**config.mk**
```make
export PLATFORM = sky130hd
export DESIGN_NAME = therm_adder_enc
export DESIGN_NICKNAME = d
export VERILOG_FILES = /design/src/rtl/therm_enc_pkg.sv /design/src/rtl/sel_mux2.sv /design/src/rtl/fa_mux_cell.sv /design/src/rtl/ones_adder_tree.sv /design/src/rtl/therm_adder_enc.sv
export SDC_FILE = /design/constraint.sdc
export NUM_CORES = 1
export LEC_CHECK = 0
export BUFFER_PORTS_ARGS = -buffer_cell sky130_fd_sc_hd__buf_4
export CAP_MARGIN = 0
export CORE_MARGIN = 8
export CORE_UTILIZATION = 30
export CTS_CLUSTER_SIZE = 28
export DETAILED_ROUTE_END_ITERATION = 10
export GPL_TIMING_DRIVEN = 1
export PLACE_DENSITY = 0.55
export SYNTH_ARGS = -nofsm -noshare
export SYNTH_HDL_FRONTEND = slang
export SYNTH_SLANG_ARGS = --single-unit
```
**constraint.sdc**
```tcl
create_clock -name clk -period 1.81 [get_ports clk]
set_clock_uncertainty 0.1 [all_clocks]
set_input_delay 0.181 -clock clk [delete_from_list [all_inputs] [get_ports clk]]
set_output_delay 0.181 -clock clk [all_outputs]
set_load 0.005 [all_outputs]
```
**src/rtl/therm_enc_pkg.sv**
```systemverilog
package therm_enc_pkg;
  localparam int CODE_W  = 3;
  localparam int THERM_W = (1 << CODE_W) - 1;
  typedef logic [THERM_W-1:0] therm_t;
  typedef logic [CODE_W-1:0]  code_t;
endpackage

```
**src/rtl/sel_mux2.sv**
```systemverilog
module sel_mux2 (
  input  logic sel_i,
  input  logic lo_i,
  input  logic hi_i,
  output logic y_o
);
  assign y_o = sel_i ? hi_i : lo_i;
endmodule

```
**src/rtl/fa_mux_cell.sv**
```systemverilog
// Full adder as two multiplexers steered by carry-in.
module fa_mux_cell (
  input  logic a_i,
  input  logic b_i,
  input  logic c_i,
  output logic s_o,
  output logic co_o
);
  logic ab_xor;
  logic ab_and;
  logic ab_or;

  assign ab_xor = a_i ^ b_i;
  assign ab_and = a_i & b_i;
  assign ab_or  = a_i | b_i;

  sel_mux2 u_sum_mux (
    .sel_i (c_i),
    .lo_i  (ab_xor),
    .hi_i  (~ab_xor),
    .y_o   (s_o)
  );

  sel_mux2 u_carry_mux (
    .sel_i (c_i),
    .lo_i  (ab_and),
    .hi_i  (ab_or),
    .y_o   (co_o)
  );
endmodule

```
**src/rtl/ones_adder_tree.sv**
```systemverilog
// Fixed 7:3 ones counter built from four full-adder cells.
module ones_adder_tree import therm_enc_pkg::*; (
  input  therm_t word_i,
  output code_t  count_o
);
  logic upper_s, upper_c;
  logic lower_s, lower_c;
  logic low_s,   low_c;
  logic top_s,   top_c;

  // upper group: bits 6..4
  fa_mux_cell u_fa_upper (
    .a_i (word_i[6]), .b_i (word_i[5]), .c_i (word_i[4]),
    .s_o (upper_s),   .co_o (upper_c)
  );

  // lower group: bits 3..1
  fa_mux_cell u_fa_lower (
    .a_i (word_i[3]), .b_i (word_i[2]), .c_i (word_i[1]),
    .s_o (lower_s),   .co_o (lower_c)
  );

  // weight-1 column: both group sums plus bit 0
  fa_mux_cell u_fa_ones (
    .a_i (upper_s), .b_i (lower_s), .c_i (word_i[0]),
    .s_o (low_s),   .co_o (low_c)
  );

  // weight-2 column: the three carries
  fa_mux_cell u_fa_twos (
    .a_i (upper_c), .b_i (lower_c), .c_i (low_c),
    .s_o (top_s),   .co_o (top_c)
  );

  assign count_o = {top_c, top_s, low_s};
endmodule

```
**src/rtl/therm_adder_enc.sv**
```systemverilog
module therm_adder_enc import therm_enc_pkg::*; (
  input  logic               clk,
  input  logic               rst_n,
  input  logic               in_valid_i,
  input  logic [THERM_W-1:0] therm_i,
  output logic [CODE_W-1:0]  code_o,
  output logic               code_vld_o
);
  therm_t cap_q, cap_d;
  logic   cap_vld_q, cap_vld_d;
  code_t  code_q, code_d;
  logic   vld_q, vld_d;
  code_t  tree_count;

  ones_adder_tree u_tree (
    .word_i  (cap_q),
    .count_o (tree_count)
  );

  // next-state
  always_comb begin
    cap_d     = cap_q;
    cap_vld_d = in_valid_i;
    if (in_valid_i) cap_d = therm_i;
    code_d = code_q;
    vld_d  = cap_vld_q;
    if (cap_vld_q) code_d = tree_count;
  end

  // registers
  always_ff @(posedge clk or negedge rst_n) begin
    if (!rst_n) begin
      cap_q     <= '0;
      cap_vld_q <= 1'b0;
      code_q    <= '0;
      vld_q     <= 1'b0;
    end else begin
      cap_q     <= cap_d;
      cap_vld_q <= cap_vld_d;
      code_q    <= code_d;
      vld_q     <= vld_d;
    end
  end

  assign code_o     = code_q;
  assign code_vld_o = vld_q;
endmodule

```
==> results of run 1 <==
==> kinds of logic (layout without fill, tap and decap cells) <==
logic type	Yosys count	in the layout	share of synthesized area
multiplexers	4	4	0.0706
AO/OA/AOI/OAI	9	9	0.0765
buffers and inverters	10	35	0.0608
flip-flops	12	12	0.471
adder cells (fa/ha/maj)	8	8	0.157
AND/OR/NAND/NOR	14	14	0.124
XOR/XNOR	3	3	0.0412
==> cell usage after synthesis <==
| cell | count | area share |
|---|---|---|
| dfrtp_1 | 12 | 0.47 |
| a31oi_1 | 1 | 0.0098 |
| xnor2_1 | 2 | 0.027 |
| or3b_1 | 1 | 0.014 |
| buf_2 | 1 | 0.0078 |
| nand2_1 | 4 | 0.024 |
| a21o_1 | 1 | 0.012 |
| xor2_1 | 1 | 0.014 |
| nor2_1 | 3 | 0.018 |
| nand2b_1 | 2 | 0.020 |
| inv_2 | 1 | 0.0059 |
| nand4_1 | 1 | 0.0098 |
| nand2b_4 | 1 | 0.022 |
| a21oi_1 | 3 | 0.024 |
| ha_1 | 8 | 0.16 |
| mux2_1 | 3 | 0.053 |
| o21ai_1 | 4 | 0.031 |
| mux2_2 | 1 | 0.018 |
| inv_1 | 8 | 0.047 |
| nand3_1 | 1 | 0.0078 |
| nor2b_1 | 1 | 0.0098 |
==> power by group through the flow <==
stage                     Combinational [uW]  Sequential, uW  Clock (uW)
after floorplan                          147             342           0
final                                    295             340         212
after detailed placement                 267             344           0
after global routing                     337             349         232
after CTS                                301             341         223
after global placement                   263             342           0
==> what timing repair did <==
item                       4_1_cts  5_1_grt
pin swaps                        3        2
hold buffers                     1        0
hold endpoints to repair        12        0
resized for setup                8        0
setup endpoints to repair        2        3
==> worst max-delay path, stage by stage, from the launching register on <==
cell and delay, ns:
dfrtp_1 0.37, buf_4 0.11, ha_1 0.14, nor2_1 0.05, a21oi_2 0.15, inv_1 0.09, ha_4 0.27, nand2b_1 0.09
a21oi_1 0.04, or3b_1 0.34
==> area by class of cell <==
| cell class | count | area share |
|---|---|---|
| clock buffers | 4 | 0.0387 |
| inverters | 9 | 0.0360 |
| flip-flops and latches | 12 | 0.320 |
| well taps | 27 | 0.0360 |
| multi-input cells | 38 | 0.390 |
| repair buffers | 22 | 0.179 |
==> layout by cell type, fill, tap and decap left out <==
cell	Yosys	final
nand2b_4	1	2
or3b_1	1	1
nand4_1	1	1
clkbuf_8	0	1
nand2b_1	2	1
ha_1	8	4
ha_4	0	3
mux2_1	3	3
nand3_1	1	1
buf_4	0	21
nand2_1	4	4
a31oi_1	1	1
inv_1	8	6
xnor2_2	0	1
a21o_1	1	1
clkbuf_4	0	3
o21ai_1	4	4
ha_2	0	1
nor2_1	3	3
dfrtp_1	12	12
a21oi_1	3	2
mux2_2	1	1
nor2b_1	1	1
inv_2	1	3
xnor2_1	2	1
xor2_2	0	1
dlygate4sd3_1	0	1
a21oi_2	0	1
==> path summary, 6_finish.rpt <==
check                                  to  slack, ns  cells past startpoint
worst min register to register  code_o[0]       0.43                      2
worst max register to register  code_o[1]      -0.06                      9
worst min-delay path             cap_q[3]       0.01                      3
max in group asynchronous       cap_vld_q       1.28                      2
worst max-delay path            code_o[1]      -0.06                      9
min in group asynchronous       code_o[1]       0.17                      2
==> sequential cells by signal (all words and copies together) (netlist names) <==
| name | count |
|---|---|
| cap_q | 7 |
| cap_vld_q | 1 |
| code_o | 3 |
| code_vld_o | 1 |
==> layer usage <==
metal  share of wire  track usage  vias up
met2            0.45        0.106       13
met1            0.48       0.0818      209
li1                -            -      244
met5               0            0        -
met4           0.023       0.0437        0
met3           0.049       0.0376        2
==> per-stage QoR <==
stage | setup WS [ns] | total power, uW | hold slack, ns | TNS (ns)
after global placement | -0.0661 | 605 | -0.0682 | -0.109
after detailed placement | -0.0901 | 611 | -0.0661 | -0.162
final | -0.0570 | 847 | 0.0143 | -0.0833
after floorplan | 0.00480 | 489 | -0.215 | 0
after global routing | -0.157 | 919 | 0.00956 | -0.317
after CTS | -0.0492 | 866 | 0.00958 | -0.0887
==> summary.md, run 1 <==
| Metric | Value |
|---|---|
| CTS tree | `done` |
| Worst Path Max Fanout | `2` |
| Clock tree root driver cell | `clkbuf_4` |
| CP endpoint kind | `register` |
| Failing checks | `setup timing` |
| Max H-tree Level | `1` |
| Sw Pwr | `around 240 uW` |
| Register area share after synthesis | `0.471` |
| Synthesized area | `638 um2` |
| Total grt overflow | `0` |
| Seq. cell area | `approximately 300 um2` |
| Final Worst Setup Slack | `-0.0570 ns` |
| Yosys warnings | `0` |
| Syn Nets | `78` |
| Syn Inst Count | `60` |
| Final non-filler cell total | `112` |
| Antenna Cells | `0` |
| Hold_sp | `therm_i[3]` |
| Pre-Repair DR Iteration Count | `4` |
| Placed wire-length estimate | `between 900 and 1000 um` |
| Hold Crit Class | `input pin to register` |
| Port Buffers | `13` |
| CTS Buf Count | `3` |
| Logic pwr share | `0.348` |
| Status | `finished with violations` |
| Die ar. | `a little under 4000 um2` |
| Setup violators final | `2` |
| Setup Fix Bufs, Post-CTS | `0` |
| Placed Area | `approximately 830 um2` |
| Largest net degree at the start of global routing | `13` |
| Initial antenna violation count | `0` |
| Max Fclk | `536 MHz` |
| Iter 0 DRT Violations | `5` |
| Period utilization | `1.03` |
| Routed via count | `between 400 and 500` |
| Leakage | `0.000456 uW` |
| I/O Pins | `14` |
| Crit start category | `register` |
| DP Cell Count | `~110` |
| CP Class | `register to register` |
| Worst EP arrival | `between 1.5 and 2 ns` |
| Max cap viols | `0` |
| Nets | `104` |
| Share of cells above drive strength 1 | `0.447` |
| Pins Over Slew Limit | `0` |
| Post-layout util | `0.473` |
| Vias in the first global route | `approximately 520` |
| WL final | `1210 um` |
| CP Launch Point | `cap_q[3]` |
| Fin crit period | `~1.9 ns` |
| Total track usage | `0.0726` |
| Critical Path RT | `about 1.9 ns` |
| Sequential Power Share | `0.401` |
| Remaining antenna violation count after routing | `0` |
| CTS Sinks | `12` |
| Area Growth Syn to Fin | `46.9%` |
| Core ar. | `slightly below 2000 um2` |
| Post-synthesis average cell area | `10.6 um2` |
| Pwr per Cell Area | `around 900 nW/um2` |
| Hold Fails Final Rpt | `0` |
| Cell Int Power | `about 610 uW` |
| Die height | `between 60 and 70 um` |
| Synth unique cells | `21` |
| Deepest clock path buffer count | `2` |
| Worst-Margin Slew | `approximately 0.24 ns` |
| Via/cell ratio | `approximately 4.2` |
| # fillers | `approximately 180` |
| Worst slew margin | `0.839` |
| Row count | `16` |
| Routability congestion estimate | `between 0.7 and 0.8` |
| Starting Density | `0.322` |
| Die X | `62.1 um` |
| Worst r2r src | `cap_q[3]` |
| Skew-Pair Late Insertion Delay | `between 0.2 and 0.3 ns` |
| Worst VDD drop | `approximately 0.44 mV` |
| Post-route cell area | `937 um2` |
| Drc violations | `0` |
| Avg WL per Cell | `10.8 um` |
| RSZ-0062 raised after global routing | `true` |
| Switching Fraction | `0.279` |
| Register bit total from synthesis | `12` |
| First-pass GRT wire length | `between 2000 and 2500 um` |
| Multi-input logic area | `~370 um2` |
| Clock share of power | `0.251` |
| CTS clk-pin slew, worst paths | `about 0.08 ns` |
Note: power is estimated with default switching activity, not from simulation.
==> run 2, diff against run 1 <==
RECOVER_POWER = 25   (was unset)
==> run 2 against run 1 <==
Against the previous run: the run still ends with setup timing left; flip-flop and latch count unchanged; core utilization shrank 0.38 points; setup slack hardly changed; combinational power is essentially flat; global-route usage unchanged; routed wire length did not move; sequential share of layout area rose by 0.26 points; clock-buffer cell count unchanged; cell count did not move; clock power about the same; power fell by 0.25%; die area stayed put.
==> summary.md, run 2 (synthesis gave the netlist of run 1 again) <==
| Metric | Value |
|---|---|
| Row count | `16 (unchanged)` |
| Status | `finished with violations` |
| CTS tree | `done` |
| First-pass GRT wire length | `2220 um (unchanged)` |
| Hold Fails Final Rpt | `0 (unchanged)` |
| Die ar. | `3860 um2 (unchanged)` |
| Max H-tree Level | `1 (unchanged)` |
| Share of cells above drive strength 1 | `0.424 (-0.0235)` |
| Worst r2r src | `cap_q[3]` |
| Fin Hold WS | `0.0146 ns (+0.000298 ns)` |
| Iter 0 DRT Violations | `4 (-1)` |
| Routed via count | `468 (unchanged)` |
| Crit path to | `code_o[1]` |
| Setup violators final | `2 (unchanged)` |
| I/O Pins | `14 (unchanged)` |
| CP Launch Point | `cap_q[3]` |
| Worst Path Max Fanout | `2 (unchanged)` |
| RSZ-0062 raised after global routing | `true` |
| Deepest clock path buffer count | `2 (unchanged)` |
| Worst-Margin Slew | `0.647 ns (+0.406 ns)` |
| Nets | `104 (unchanged)` |
| Max reg flops | `7 (unchanged)` |
| Worst EP arrival | `1.92 ns (about the same)` |
| Leakage | `0.000449 uW (-1.6%)` |
| Area Growth Syn to Fin | `45.7%` |
| Sequential Power Share | `0.402 (about the same)` |
| Period utilization | `1.03 (about the same)` |
| Routability congestion estimate | `0.716 (unchanged)` |
| Failing checks | `setup timing` |
| Crit start category | `register` |
| Die X | `62.1 um (unchanged)` |
| Hold depth | `3 (unchanged)` |
| Clock tree root driver cell | `clkbuf_4` |
| Avg WL per Cell | `10.8 um (unchanged)` |
| Setup Fix Bufs, Post-CTS | `0 (unchanged)` |
| Largest net degree at the start of global routing | `13 (unchanged)` |
| Logic pwr share | `0.346 (-0.002)` |
| Most common cell after layout, fill and taps aside | `buf_4` |
| Total track usage | `0.0726 (unchanged)` |
| Post-layout util | `0.469 (-0.00379)` |
| Reg2reg setup slack | `-0.06 ns (about the same)` |
| Pins Over Slew Limit | `0 (unchanged)` |
| Drc violations | `0 (unchanged)` |
| Initial antenna violation count | `0 (unchanged)` |
| Max cap viols | `0 (unchanged)` |
| Core ar. | `1980 um2 (unchanged)` |
| R2r endpoint | `code_o[1]` |
| Critical Path RT | `1.87 ns (about the same)` |
| Fin crit period | `1.87 ns (-0.000185 ns)` |
| Most frequent cells in the layout | `19 x buf_4, 12 x dfrtp_1, 6 x inv_1` |
| Final Worst Setup Slack | `-0.0568 ns (+0.000185 ns)` |
| CTS clk-pin slew, worst paths | `0.08 ns (about the same)` |
| Via/cell ratio | `4.18 (unchanged)` |
| Worst slew margin | `0.569 (-0.270)` |
| Largest register by flop count | `cap_q` |
| CP endpoint kind | `register` |
| Worst VDD drop | `0.439 mV (+0.13%)` |
| Remaining antenna violation count after routing | `0 (unchanged)` |
| Vias in the first global route | `521 (unchanged)` |
| Switching Fraction | `0.280 (+0.000615)` |
| Max Fclk | `536 MHz (about the same)` |
| Hold Crit Class | `input pin to register` |
| Die height | `62.1 um (unchanged)` |
| Placed wire-length estimate | `921 um (unchanged)` |
| Total grt overflow | `0 (unchanged)` |
| Setup_tns | `-0.0831 ns (+0.000191 ns)` |
| Pre-Repair DR Iteration Count | `4 (unchanged)` |
| Port Buffers | `13 (unchanged)` |
| Cell Int Power | `609 uW (-0.34%)` |
| CTS Sinks | `12 (unchanged)` |
| Pwr per Cell Area | `909 nW/um2 (+0.55%)` |
| Sw Pwr | `237 uW (about the same)` |
| CP Class | `register to register` |
| Clock share of power | `0.251 (about the same)` |
| Skew-Pair Late Insertion Delay | `0.27 ns (about the same)` |
| Antenna Cells | `0 (unchanged)` |
| CTS Buf Count | `3 (unchanged)` |
| Starting Density | `0.322 (unchanged)` |
| WL final | `1210 um (unchanged)` |
| Worst R2R Path Depth | `9 (unchanged)` |
## run 2: cell count changes in the layout (fill, tap and decap cells not counted), sizes merged
cell	change
clkbuf	+2
buf	-2
## run 2: worst min path at each step
stage                     to       start  slack [ns]
finish              cap_q[3]  therm_i[3]        0.01
global placement    cap_q[5]       rst_n       -0.07
global route        cap_q[3]  therm_i[3]        0.01
CTS                 cap_q[3]  therm_i[3]        0.01
detailed placement  cap_q[5]       rst_n       -0.07
floorplan           cap_q[0]       rst_n       -0.21
## run 2: worst max-delay path, stage by stage (launching register included)
cell and delay [ns]:
dfrtp_1 0.37, buf_4 0.11, ha_1 0.14, nor2_1 0.05, a21oi_2 0.15, inv_1 0.09
ha_4 0.27, nand2b_1 0.09, a21oi_1 0.04, or3b_1 0.34
## run 2: metal layers
metal	GRT usage	vias up	wire length, um
met5	0	-	0
met4	0.0437	0	28
met3	0.0376	2	59
met2	0.106	13	542
met1	0.0818	209	583
li1	-	244	-
## run 2: what timing repair did
| item | CTS | global route |
|---|---|---|
| gates resized for setup | 8 | 0 |
| setup endpoints to repair | 2 | 3 |
| pin swaps | 3 | 2 |
| endpoints found under the hold margin | 12 | 0 |
| hold buffers | 1 | 0 |
## run 2: final cells by class
type	instances	area, um2
fill	181	1050
multi-input combinational	38	365
sequential	12	300
timing repair buffer	22	160
clock buffer	4	36.3
inverter	9	33.8
tap	27	33.8
## run 2: metrics by stage
stage	worst slack, ns	power [uW]	instance area [um2]	instances
finish	-0.0568	845	930	112
global route	-0.157	916	930	112
CTS	-0.0492	866	937	112
detailed placement	-0.0901	611	835	107
global placement	-0.0661	605	835	107
floorplan	0.00480	489	648	60
## run 2: power groups by stage
stage	logic, uW	clock network (uW)	registers [uW]
after floorplan	147	0	342
after global placement	263	0	342
after detailed placement	267	0	344
after CTS	301	223	341
after global routing	335	232	349
final	293	212	340
